==> src/rtl/ctm_conv_pkg.sv <==
package ctm_conv_pkg;
  localparam int unsigned CTM_IN_W  = 64;
  localparam int unsigned CTM_OUT_W = 15;
  localparam int unsigned CTM_DROP  = 20;
  localparam int unsigned CTM_N     = 9;
endpackage

==> src/rtl/ctm_coef_conv.sv <==
module ctm_coef_conv #(
  parameter int unsigned IN_W  = 64,
  parameter int unsigned OUT_W = 15,
  parameter int unsigned DROP  = 20
) (
  input  logic [IN_W-1:0]  raw_i,
  output logic             sign_o,
  output logic [OUT_W-1:0] mag_o,
  output logic [OUT_W-1:0] val_o,
  output logic             bad_o
);
  localparam int unsigned HI_LSB = DROP + OUT_W;

  logic unused_bits;
  assign unused_bits = ^{raw_i[IN_W-2:HI_LSB], raw_i[DROP-1:0]};

  assign sign_o = raw_i[IN_W-1];
  // window select == shift by DROP then mask to OUT_W bits
  assign mag_o  = raw_i[DROP +: OUT_W];
  assign val_o  = sign_o ? (~mag_o + OUT_W'(1)) : mag_o;
  // range check after negation so the most negative code survives
  assign bad_o  = sign_o ^ val_o[OUT_W-1];
endmodule

==> src/rtl/ctm_coef_track.sv <==
module ctm_coef_track #(
  parameter int unsigned N     = 9,
  parameter int unsigned OUT_W = 15,
  parameter int unsigned CNT_W = $clog2(N + 1)
) (
  input  logic                      clk_i,
  input  logic                      rst_ni,
  input  logic                      vld_i,
  input  logic                      last_i,
  input  logic                      sign_i,
  input  logic [OUT_W-1:0]          mag_i,
  input  logic [OUT_W-1:0]          val_i,
  input  logic                      bad_i,
  output logic [N-1:0][OUT_W-1:0]   shadow_o,
  output logic [CNT_W-1:0]          idx_o,
  output logic                      commit_o,
  output logic                      res_vld_o,
  output logic                      res_ok_o
);
  localparam logic [CNT_W-1:0] LAST_IDX = CNT_W'(N - 1);
  localparam logic [CNT_W-1:0] FULL     = CNT_W'(N);
  localparam logic [OUT_W-1:0] NEG_MAX  = OUT_W'(1) << (OUT_W - 1);

  logic [CNT_W-1:0] cnt_q;
  logic             err_q;
  logic             in_range;
  logic             ok_now;
  logic             end_now;

  assign in_range = cnt_q < FULL;
  assign end_now  = vld_i && last_i;
  assign ok_now   = !err_q && !bad_i && (cnt_q == LAST_IDX);
  assign commit_o = end_now && ok_now;
  assign idx_o    = cnt_q;

  always_ff @(posedge clk_i or negedge rst_ni) begin
    if (!rst_ni) begin
      cnt_q     <= '0;
      err_q     <= 1'b0;
      res_vld_o <= 1'b0;
      res_ok_o  <= 1'b0;
    end else begin
      res_vld_o <= end_now;
      res_ok_o  <= commit_o;
      if (end_now) begin
        cnt_q <= '0;
        err_q <= 1'b0;
      end else if (vld_i) begin
        if (in_range) cnt_q <= cnt_q + CNT_W'(1);
        err_q <= err_q | bad_i | !in_range;
      end
    end
  end

  for (genvar k = 0; k < N; k++) begin : g_slot
    always_ff @(posedge clk_i or negedge rst_ni) begin
      if (!rst_ni) shadow_o[k] <= '0;
      else if (vld_i && !last_i && cnt_q == CNT_W'(k)) shadow_o[k] <= val_i;
    end
  end

  p_strobe_r6: assert property (@(posedge clk_i) disable iff (!rst_ni)
    end_now |=> res_vld_o);
  p_strobe_idle_r6: assert property (@(posedge clk_i) disable iff (!rst_ni)
    !end_now |=> !res_vld_o);
  p_ok_only_strobe_r6: assert property (@(posedge clk_i) disable iff (!rst_ni)
    res_ok_o |-> res_vld_o);
  p_count_r9: assert property (@(posedge clk_i) disable iff (!rst_ni)
    (end_now && cnt_q != LAST_IDX) |=> !res_ok_o);
  p_bad_last_r7: assert property (@(posedge clk_i) disable iff (!rst_ni)
    (end_now && bad_i) |=> !res_ok_o);
  p_bad_sticky_r7: assert property (@(posedge clk_i) disable iff (!rst_ni)
    (vld_i && !last_i && bad_i) |=> err_q);
  p_pos_big_r3: assert property (@(posedge clk_i) disable iff (!rst_ni)
    (vld_i && !sign_i && mag_i[OUT_W-1]) |-> bad_i);
  p_neg_zero_r3: assert property (@(posedge clk_i) disable iff (!rst_ni)
    (vld_i && sign_i && mag_i == '0) |-> bad_i);
  p_neg_range_r4: assert property (@(posedge clk_i) disable iff (!rst_ni)
    (vld_i && sign_i && mag_i != '0 && mag_i <= (NEG_MAX >> 1)) |-> !bad_i);
  p_fresh_r10: assert property (@(posedge clk_i) disable iff (!rst_ni)
    end_now |=> (cnt_q == '0 && !err_q));
endmodule

==> src/rtl/ctm_coef_bank.sv <==
module ctm_coef_bank #(
  parameter int unsigned N     = 9,
  parameter int unsigned OUT_W = 15,
  parameter int unsigned CNT_W = $clog2(N + 1)
) (
  input  logic                    clk_i,
  input  logic                    rst_ni,
  input  logic                    commit_i,
  input  logic [CNT_W-1:0]        idx_i,
  input  logic [OUT_W-1:0]        val_i,
  input  logic [N-1:0][OUT_W-1:0] shadow_i,
  output logic [N*OUT_W-1:0]      coef_o
);
  for (genvar k = 0; k < N; k++) begin : g_reg
    always_ff @(posedge clk_i or negedge rst_ni) begin
      if (!rst_ni) coef_o[k*OUT_W +: OUT_W] <= '0;
      else if (commit_i)
        coef_o[k*OUT_W +: OUT_W] <= (idx_i == CNT_W'(k)) ? val_i : shadow_i[k];
    end
  end

  p_hold_r7: assert property (@(posedge clk_i) disable iff (!rst_ni)
    !commit_i |=> $stable(coef_o));
  p_last_slot_r8: assert property (@(posedge clk_i) disable iff (!rst_ni)
    commit_i |=> coef_o[(N-1)*OUT_W +: OUT_W] == $past(val_i));
endmodule

==> src/rtl/ctm_coef_unit.sv <==
module ctm_coef_unit
  import ctm_conv_pkg::*;
#(
  parameter int unsigned IN_W  = CTM_IN_W,
  parameter int unsigned OUT_W = CTM_OUT_W,
  parameter int unsigned DROP  = CTM_DROP,
  parameter int unsigned N     = CTM_N
) (
  input  logic               clk_i,
  input  logic               rst_ni,
  input  logic               coef_vld_i,
  input  logic               coef_last_i,
  input  logic [IN_W-1:0]    coef_raw_i,
  output logic               res_vld_o,
  output logic               res_ok_o,
  output logic [N*OUT_W-1:0] coef_o
);
  localparam int unsigned CNT_W = $clog2(N + 1);

  logic                    sign;
  logic [OUT_W-1:0]        mag;
  logic [OUT_W-1:0]        val;
  logic                    bad;
  logic [N-1:0][OUT_W-1:0] shadow;
  logic [CNT_W-1:0]        idx;
  logic                    commit;

  ctm_coef_conv #(.IN_W(IN_W), .OUT_W(OUT_W), .DROP(DROP)) u_conv (
    .raw_i (coef_raw_i),
    .sign_o(sign),
    .mag_o (mag),
    .val_o (val),
    .bad_o (bad)
  );

  ctm_coef_track #(.N(N), .OUT_W(OUT_W), .CNT_W(CNT_W)) u_track (
    .clk_i    (clk_i),
    .rst_ni   (rst_ni),
    .vld_i    (coef_vld_i),
    .last_i   (coef_last_i),
    .sign_i   (sign),
    .mag_i    (mag),
    .val_i    (val),
    .bad_i    (bad),
    .shadow_o (shadow),
    .idx_o    (idx),
    .commit_o (commit),
    .res_vld_o(res_vld_o),
    .res_ok_o (res_ok_o)
  );

  ctm_coef_bank #(.N(N), .OUT_W(OUT_W), .CNT_W(CNT_W)) u_bank (
    .clk_i   (clk_i),
    .rst_ni  (rst_ni),
    .commit_i(commit),
    .idx_i   (idx),
    .val_i   (val),
    .shadow_i(shadow),
    .coef_o  (coef_o)
  );
endmodule

==> config.mk <==
export PLATFORM = sky130hd
export DESIGN_NAME = ctm_coef_unit
export DESIGN_NICKNAME = d
export VERILOG_FILES = /design/src/rtl/ctm_conv_pkg.sv /design/src/rtl/ctm_coef_conv.sv /design/src/rtl/ctm_coef_track.sv /design/src/rtl/ctm_coef_bank.sv /design/src/rtl/ctm_coef_unit.sv
export SDC_FILE = /design/constraint.sdc
export NUM_CORES = 1
export LEC_CHECK = 0
export BUFFER_PORTS_ARGS = -buffer_cell sky130_fd_sc_hd__buf_4
export CORE_ASPECT_RATIO = 0.75
export CORE_MARGIN = 1.5
export CORE_UTILIZATION = 48
export DETAILED_ROUTE_END_ITERATION = 8
export MAX_ROUTING_LAYER = met4
export PLACE_DENSITY = 0.74
export SETUP_SLACK_MARGIN = 0.4
export SLEW_MARGIN = 40
export SYNTH_ARGS = -nofsm -noshare
export SYNTH_HDL_FRONTEND = slang
export SYNTH_SLANG_ARGS = --single-unit
==> constraint.sdc <==
create_clock -name clk_i -period 4.95 [get_ports clk_i]
set_clock_uncertainty 0.2 [all_clocks]
set_input_delay 0.7425 -clock clk_i [delete_from_list [all_inputs] [get_ports clk_i]]
set_output_delay 0.7425 -clock clk_i [all_outputs]
set_load 0.02 [all_outputs]
== After elaboration in Yosys (flattened, before gate mapping) ==
Cells that the tools add are included.

* Add/sub/neg operators: 2
* $lt $le $gt $ge: 1
* Equal/unequal tests: 8
* Multiplexer cells: 15
* Bitwise operators: 4
* Reduce and logical (&&, ||, !) cells: 22

{| class="wikitable"
|+ Operators with widths
! cell !! number
|-
| $mux 15 || 10
|-
| $eq 4x3->1 const B || 4
|-
| $add 15x1->15 const B || 1
|-
| $not 15->15 || 1
|-
| $logic_and 1x1->1 || 14
|-
| $mux 4 || 3
|-
| $eq 4x2->1 const B || 2
|-
| $add 4x1->4 const B || 1
|-
| $eq 4x1->1 const B || 1
|-
| $eq 4x4->1 const B || 1
|-
| $logic_not 1->1 || 4
|-
| $logic_not 4->1 || 1
|-
| $lt 4x4->1 const B || 1
|-
| $reduce_bool 2->1 || 2
|-
| $mux 1 || 2
|-
| $or 1x1->1 || 2
|-
| $reduce_and 2->1 || 1
|-
| $xor 1x1->1 || 1
|}

* Flip-flop bits (word level): 277
* Output and inout port bits: 137
* Word-level logic and storage cells: 74

== Longest topological paths before layout ==
* Depth after elaboration: 8
* Mapped depth: 11
* Gate-level depth less buffers: 6

== By module ==
A second synthesis with hierarchy kept.

* Cells, all modules: 1007
* Area total of the unflattened synthesis: 12675.9 µm²

{| class="wikitable"
|+ Modules (own cells, without submodules)
! module !! instances !! cells each !! area each (µm²) !! sequential area each (µm²)
|-
| ctm_coef_bank || 1 || 610 || 6527.5 || 3378.2
|-
| ctm_coef_track || 1 || 336 || 5695.5 || 3553.4
|-
| ctm_coef_conv || 1 || 61 || 452.9 || 0.0
|}

== Least setup slack after synthesis ==
OpenSTA, ideal clock, no wires.

* Kind: input -> register
* Start point: input port coef_raw_i[20]
* End point: register u_bank.coef_o[30]
* Library setup time: 125 ps
* Arrival: 2905 ps
* Setup slack: 1721 ps
* Stages: 10
* Buffers on the path: 4
* Path through: clkbuf_1 > clkinv_1 > ha_1 > or3b_1 > buf_2 > nor4_4 > mux2i_1 > buf_6 > buf_6 > mux2_2

* Cells in the longest elaborated chain, start to end: 8
* Elaborated cells between the ends (all ways): 9

{| class="wikitable"
|+ RTL lines
! what !! line !! text
|-
| from (decl) || ctm_coef_unit.sv:13 || <nowiki>input logic [IN_W-1:0] coef_raw_i,</nowiki>
|-
| $not 15->15 || ctm_coef_conv.sv:20 || <nowiki>assign val_o = sign_o ? (~mag_o + OUT_W'(1)) : mag_o;</nowiki>
|-
| $add 15x1->15 || ctm_coef_conv.sv:20 ||
|-
| $mux 15 (*) || ctm_coef_conv.sv:20 ||
|-
| $xor 1x1->1 || ctm_coef_conv.sv:22 || <nowiki>assign bad_o = sign_o ^ val_o[OUT_W-1];</nowiki>
|-
| $logic_not 1->1 || ctm_coef_track.sv:32 || <nowiki>assign ok_now = !err_q && !bad_i && (cnt_q == LAST_IDX);</nowiki>
|-
| $logic_and 1x1->1 (2 in a row) || ctm_coef_track.sv:32 ||
|-
| $logic_and 1x1->1 || ctm_coef_track.sv:33 || <nowiki>assign commit_o = end_now && ok_now;</nowiki>
|-
| to (signal, indexed assignment) || ctm_coef_bank.sv:18 || <nowiki>coef_o[k*OUT_W +: OUT_W] <= (idx_i == CNT_W'(k)) ? val_i : shadow_i[k];</nowiki>
|-
| to (decl) || ctm_coef_bank.sv:12 || <nowiki>output logic [N*OUT_W-1:0] coef_o</nowiki>
|}

Mark *: on every way between the ends. The rest lies on a longest branch, timed or not.
A chain may end at the register's enable or synchronous reset.

== Worst setup path after layout ==
* Start point: input port coef_raw_i[20]
* End point: register u_bank.coef_o[119]

* Cells in the longest elaborated chain, start to end: 8
* Elaborated cells between the ends (all ways): 9

{| class="wikitable"
|+ RTL lines
! what !! line
|-
| $not 15->15 (*) || ctm_coef_conv.sv:20
|-
| $add 15x1->15 (*) || ctm_coef_conv.sv:20
|-
| $mux 15 (*) || ctm_coef_conv.sv:20
|-
| $xor 1x1->1 || ctm_coef_conv.sv:22
|-
| $logic_not 1->1 || ctm_coef_track.sv:32
|-
| $logic_and 1x1->1 (2 in a row) || ctm_coef_track.sv:32
|-
| $logic_and 1x1->1 || ctm_coef_track.sv:33
|}

Marked as above.

==> PnR_summary.wiki <==
{| class="wikitable"
! Metric !! Value
|-
| Run status || complete, no violations
|-
| Die Width || 179 um
|-
| Total number of H-tree levels || 1
|-
| Power spent charging and discharging nets || 0.00143 W
|-
| Total gr overflow || 0
|-
| Clock group share of total power || 37.1%
|-
| Count of vias placed by the detailed router || 7,440
|-
| Flop and latch count out of synthesis || 262
|-
| Critical register-to-register path startpoint || u_track.idx_o[1]
|-
| Critical Path Source Type || input pin
|-
| Async set-reset flop share out of synthesis || 100%
|-
| Worst R2R Path Depth || 6
|-
| Max-slew violations || 0
|-
| Tightest slew margin relative to the limit || 41.5%
|-
| Std-Cell Core Area || 22,900 um2
|-
| Syn nets || 1,050
|-
| Top-Level Pins || 205
|-
| Critical path capture point type || flip-flop
|-
| Register-to-Register Setup Slack || 2.09 ns
|-
| Setup slack of the critical path after layout || 1.77 ns
|-
| Reported max-cap violation count || 0
|-
| Row count || 48
|-
| Worst-case hold slack || 0.271 ns
|-
| CTS resizes || 0
|-
| Unrepaired setup endpoints after global routing || false
|-
| Pin count of the biggest net entering global routing || 110
|-
| Final GP Congestion || 0.834
|-
| Slew at the pin closest to its max-slew limit || 0.874 ns
|-
| Post-CTS Hold Fix Bufs || 0
|-
| Pwr Density || 400 nW/um2
|-
| Ordered cell list for the critical path || buf_4 -> clkinv_1 -> ha_1 -> or3b_1 -> nor4_4 -> mux2i_4 -> buf_12 -> mux2_2
|-
| Post-route DRC || 0
|-
| Clk pin slew, worst setup/hold paths || 0.06 ns
|-
| Port buffer count || 156
|-
| Hold Fails Final Rpt || 0
|-
| FF+latch area || 6560 um2
|-
| Height of the chip || 135 um
|-
| Die footprint || 24,100 um2
|-
| Crit path depth || 8
|-
| Area growth from synthesis to final layout || 21.2%
|-
| Count of buffers added by post-CTS timing repair for setup || 0
|-
| Mean Syn Cell Area || 11.4 um2
|-
| Predominant post-synthesis flop cell || sky130_fd_sc_hd__dfrtp_1
|-
| Number of sinks on the clock net || 262
|-
| Count of mapped cells out of synthesis || 977
|-
| Initial core utilization || 48.6%
|-
| Count of non-filler cells in the finished layout || 1,440
|-
| Pre-CTS setup slack || 1.26 ns
|-
| Sw Ratio || 26.5%
|-
| Dominant cells by area after synthesis || sky130_fd_sc_hd__dfrtp_1, sky130_fd_sc_hd__mux2_2, sky130_fd_sc_hd__mux2i_1, sky130_fd_sc_hd__mux2_1, sky130_fd_sc_hd__o21ai_0
|-
| TritonCTS clock tree || built
|-
| Min-Delay Endpoint || u_track.shadow_o[112]
|-
| Sum of net half-perimeters after detailed placement || 17,100 um
|-
| Placement Cell Area || 12,600 um2
|-
| Cell count after placement || 1,391
|-
| Antenna viol nets, final || 0
|-
| Final critical delay including setup and external delays || 3.18 ns
|-
| Reg-to-reg endpoint || u_track.shadow_o[15]
|-
| Warnings, synthesis || 0
|-
| Wire length reported by the detailed router || 26,300 um
|-
| Category of the critical setup timing path || input pin to flip-flop
|-
| Peak fanout along the critical path || 70
|-
| Cell type with the highest aggregate area in the netlist || sky130_fd_sc_hd__dfrtp_1
|-
| Share of the cycle needed by the critical path after routing || 64.2%
|-
| Most frequent cells in the layout || sky130_fd_sc_hd__dfrtp_1, sky130_fd_sc_hd__buf_4, sky130_fd_sc_hd__nand2_1, sky130_fd_sc_hd__o21ai_0, sky130_fd_sc_hd__nand2b_1
|-
| CP max stage delay || 0.50 ns
|-
| Number of endpoints failing setup at the final stage || 0
|-
| Cell family with the largest share of critical-path delay || simple AND/OR/NAND/NOR gates
|-
| Peak supply drop || 0.000276 V
|-
| Beginning of the worst hold path || u_track.shadow_o[112]
|-
| Post-synthesis instance area || 11,100 um2
|-
| Maximum clock path buffer count || 3
|-
| Overall track demand over capacity in global routing || 22.7%
|-
| Synth cell types || 40
|-
| Internal power of the cells || 0.00396 W
|-
| Clock latency on the worst-skew pair || 0.52 ns
|-
| Share of cells above drive strength 1 || 26.0%
|-
| Antenna violations before repair || 2
|-
| Cell depth of the worst min-delay path || 2
|-
| Number of optimization iterations in the first detailed-route pass || 4
|-
| Max frequency || 0.315 GHz
|-
| Proportion of power drawn by combinational gates || 14.6%
|-
| Worst min path class || flip-flop to flip-flop
|-
| Leakage || 6.78 nW
|-
| Master cell of the clock root buffer || sky130_fd_sc_hd__clkbuf_16
|-
| Combined area of the multi-input logic cells || 4080 um2
|-
| Required time worst endpoint || 5.15 ns
|-
| CTS Buf Count || 25
|-
| Sequential element share of the synthesized area || 59.0%
|-
| Post-layout nets || 1,193
|-
| Sequential cell fraction of total power || 48.3%
|-
| Cell at the slowest stage of the critical path || sky130_fd_sc_hd__or3b_1
|-
| Via count of the first global-routing pass || 7,187
|-
| First-pass GRT wire length || 40,600 um
|-
| Most frequent standard cell in the layout excluding fill and tap cells || sky130_fd_sc_hd__dfrtp_1
|-
| Average wire per cell in the routed design || 18.3 um
|-
| Layout Cell Area excl Fill || 13,500 um2
|-
| Total of fill cells in the finished design || 1,843
|-
| Critical path data arrival time || 3.37 ns
|-
| Yosys top cell area share || 59.0%
|-
| Final-layout setup total negative slack || 0 ns
|-
| Number of enable flip-flop cells after synthesis || 0
|-
| Worst path bufs/invs || 3
|-
| Starting DRT DRC Count || 460
|-
| Routed via count divided by cell count || 5.17
|}
-- area by class of cell --
class                           count  share of cell area, %
Sequential cell                   262                   48.7
Multi-Input combinational cell    601                   30.3
Timing Repair Buffer              180                   10.5
Clock buffer                       31                   5.03
Tap cell                          300                   2.79
Inverter                           50                   1.39
Clock inverter                     14                   1.28
Antenna cell                        2                 0.0372
-- cell usage after synthesis (4+ instances only) --
| cell type | number |
|---|---|
| sky130_fd_sc_hd__dfrtp_1 | 262 |
| sky130_fd_sc_hd__nand2_1 | 110 |
| sky130_fd_sc_hd__o21ai_0 | 85 |
| sky130_fd_sc_hd__nor2_1 | 63 |
| sky130_fd_sc_hd__nand2b_1 | 61 |
| sky130_fd_sc_hd__mux2i_1 | 59 |
| sky130_fd_sc_hd__a21oi_1 | 58 |
| sky130_fd_sc_hd__mux2_2 | 58 |
| sky130_fd_sc_hd__inv_1 | 49 |
| sky130_fd_sc_hd__clkbuf_1 | 47 |
| sky130_fd_sc_hd__mux2_1 | 44 |
| sky130_fd_sc_hd__buf_6 | 15 |
| sky130_fd_sc_hd__xor2_1 | 12 |
| sky130_fd_sc_hd__ha_1 | 5 |
| sky130_fd_sc_hd__nand3_1 | 5 |
| sky130_fd_sc_hd__o31ai_1 | 5 |
| sky130_fd_sc_hd__o41ai_1 | 4 |
| sky130_fd_sc_hd__or3b_2 | 4 |
-- worst max-delay path by stage --
stage	startpoint	end	slack, ns
2_1_floorplan	coef_raw_i[20]	u_bank.coef_o[30]	1.72
3_3_place_gp	coef_raw_i[20]	u_bank.coef_o[83]	1.29
3_5_place_dp	coef_raw_i[20]	u_bank.coef_o[119]	1.26
4_1_cts	coef_raw_i[20]	u_bank.coef_o[84]	1.79
5_1_grt	coef_raw_i[20]	u_bank.coef_o[84]	1.68
6_report	coef_raw_i[20]	u_bank.coef_o[119]	1.77
-- metal layers --
layer,wire (um),global-route usage [%],vias to the layer above
met2,12100,34.3,176
met4,557,5.19,0
met3,1600,5.57,43
met5,0,-,-
li1,-,-,3541
met1,12100,31.2,3680
-- logic make-up (layout without fill, tap and decap cells) --
logic type,Yosys count,after routing,share of synthesized area (%)
and+or+nand+nor,260,260,11.1
muxes,161,161,15.6
adders and majority gates,5,5,0.563
buffers and inverters,114,275,4.88
other,0,2,0
AOI/OAI and AO/OA,160,160,7.69
DFF,262,262,59.0
xor gates and xnor gates,15,15,1.18
-- tightest hold or removal path, cell delays in order, from the launching register on --
cell and delay, ns:
sky130_fd_sc_hd__dfrtp_1 0.33, sky130_fd_sc_hd__nand2_1 0.04, sky130_fd_sc_hd__o21ai_0 0.06
-- metrics by stage --
step / total power, W / utilization, %
global placement: 0.00338 / 54.8
detailed placement: 0.00342 / 54.9
floorplan: 0.00312 / -
finish: 0.00538 / 58.9
global route: 0.00564 / 58.9
CTS: 0.00542 / 58.7
-- flip-flops by register name, indices dropped and copies added (netlist names) --
name,count
u_track.idx_o,4
u_track.err_q,1
u_track.res_vld_o,1
u_bank.coef_o,135
u_track.shadow_o,120
u_track.res_ok_o,1
-- power by group through the flow --
stage               Combinational [W]  Clock, W  Sequential [W]
floorplan                    0.000508         0         0.00261
global placement             0.000761         0         0.00262
detailed placement           0.000790         0         0.00263
CTS                          0.000795   0.00203         0.00260
global route                 0.000898   0.00211         0.00263
finish                       0.000788   0.00200         0.00260
Power figures use the tool's default switching activity.
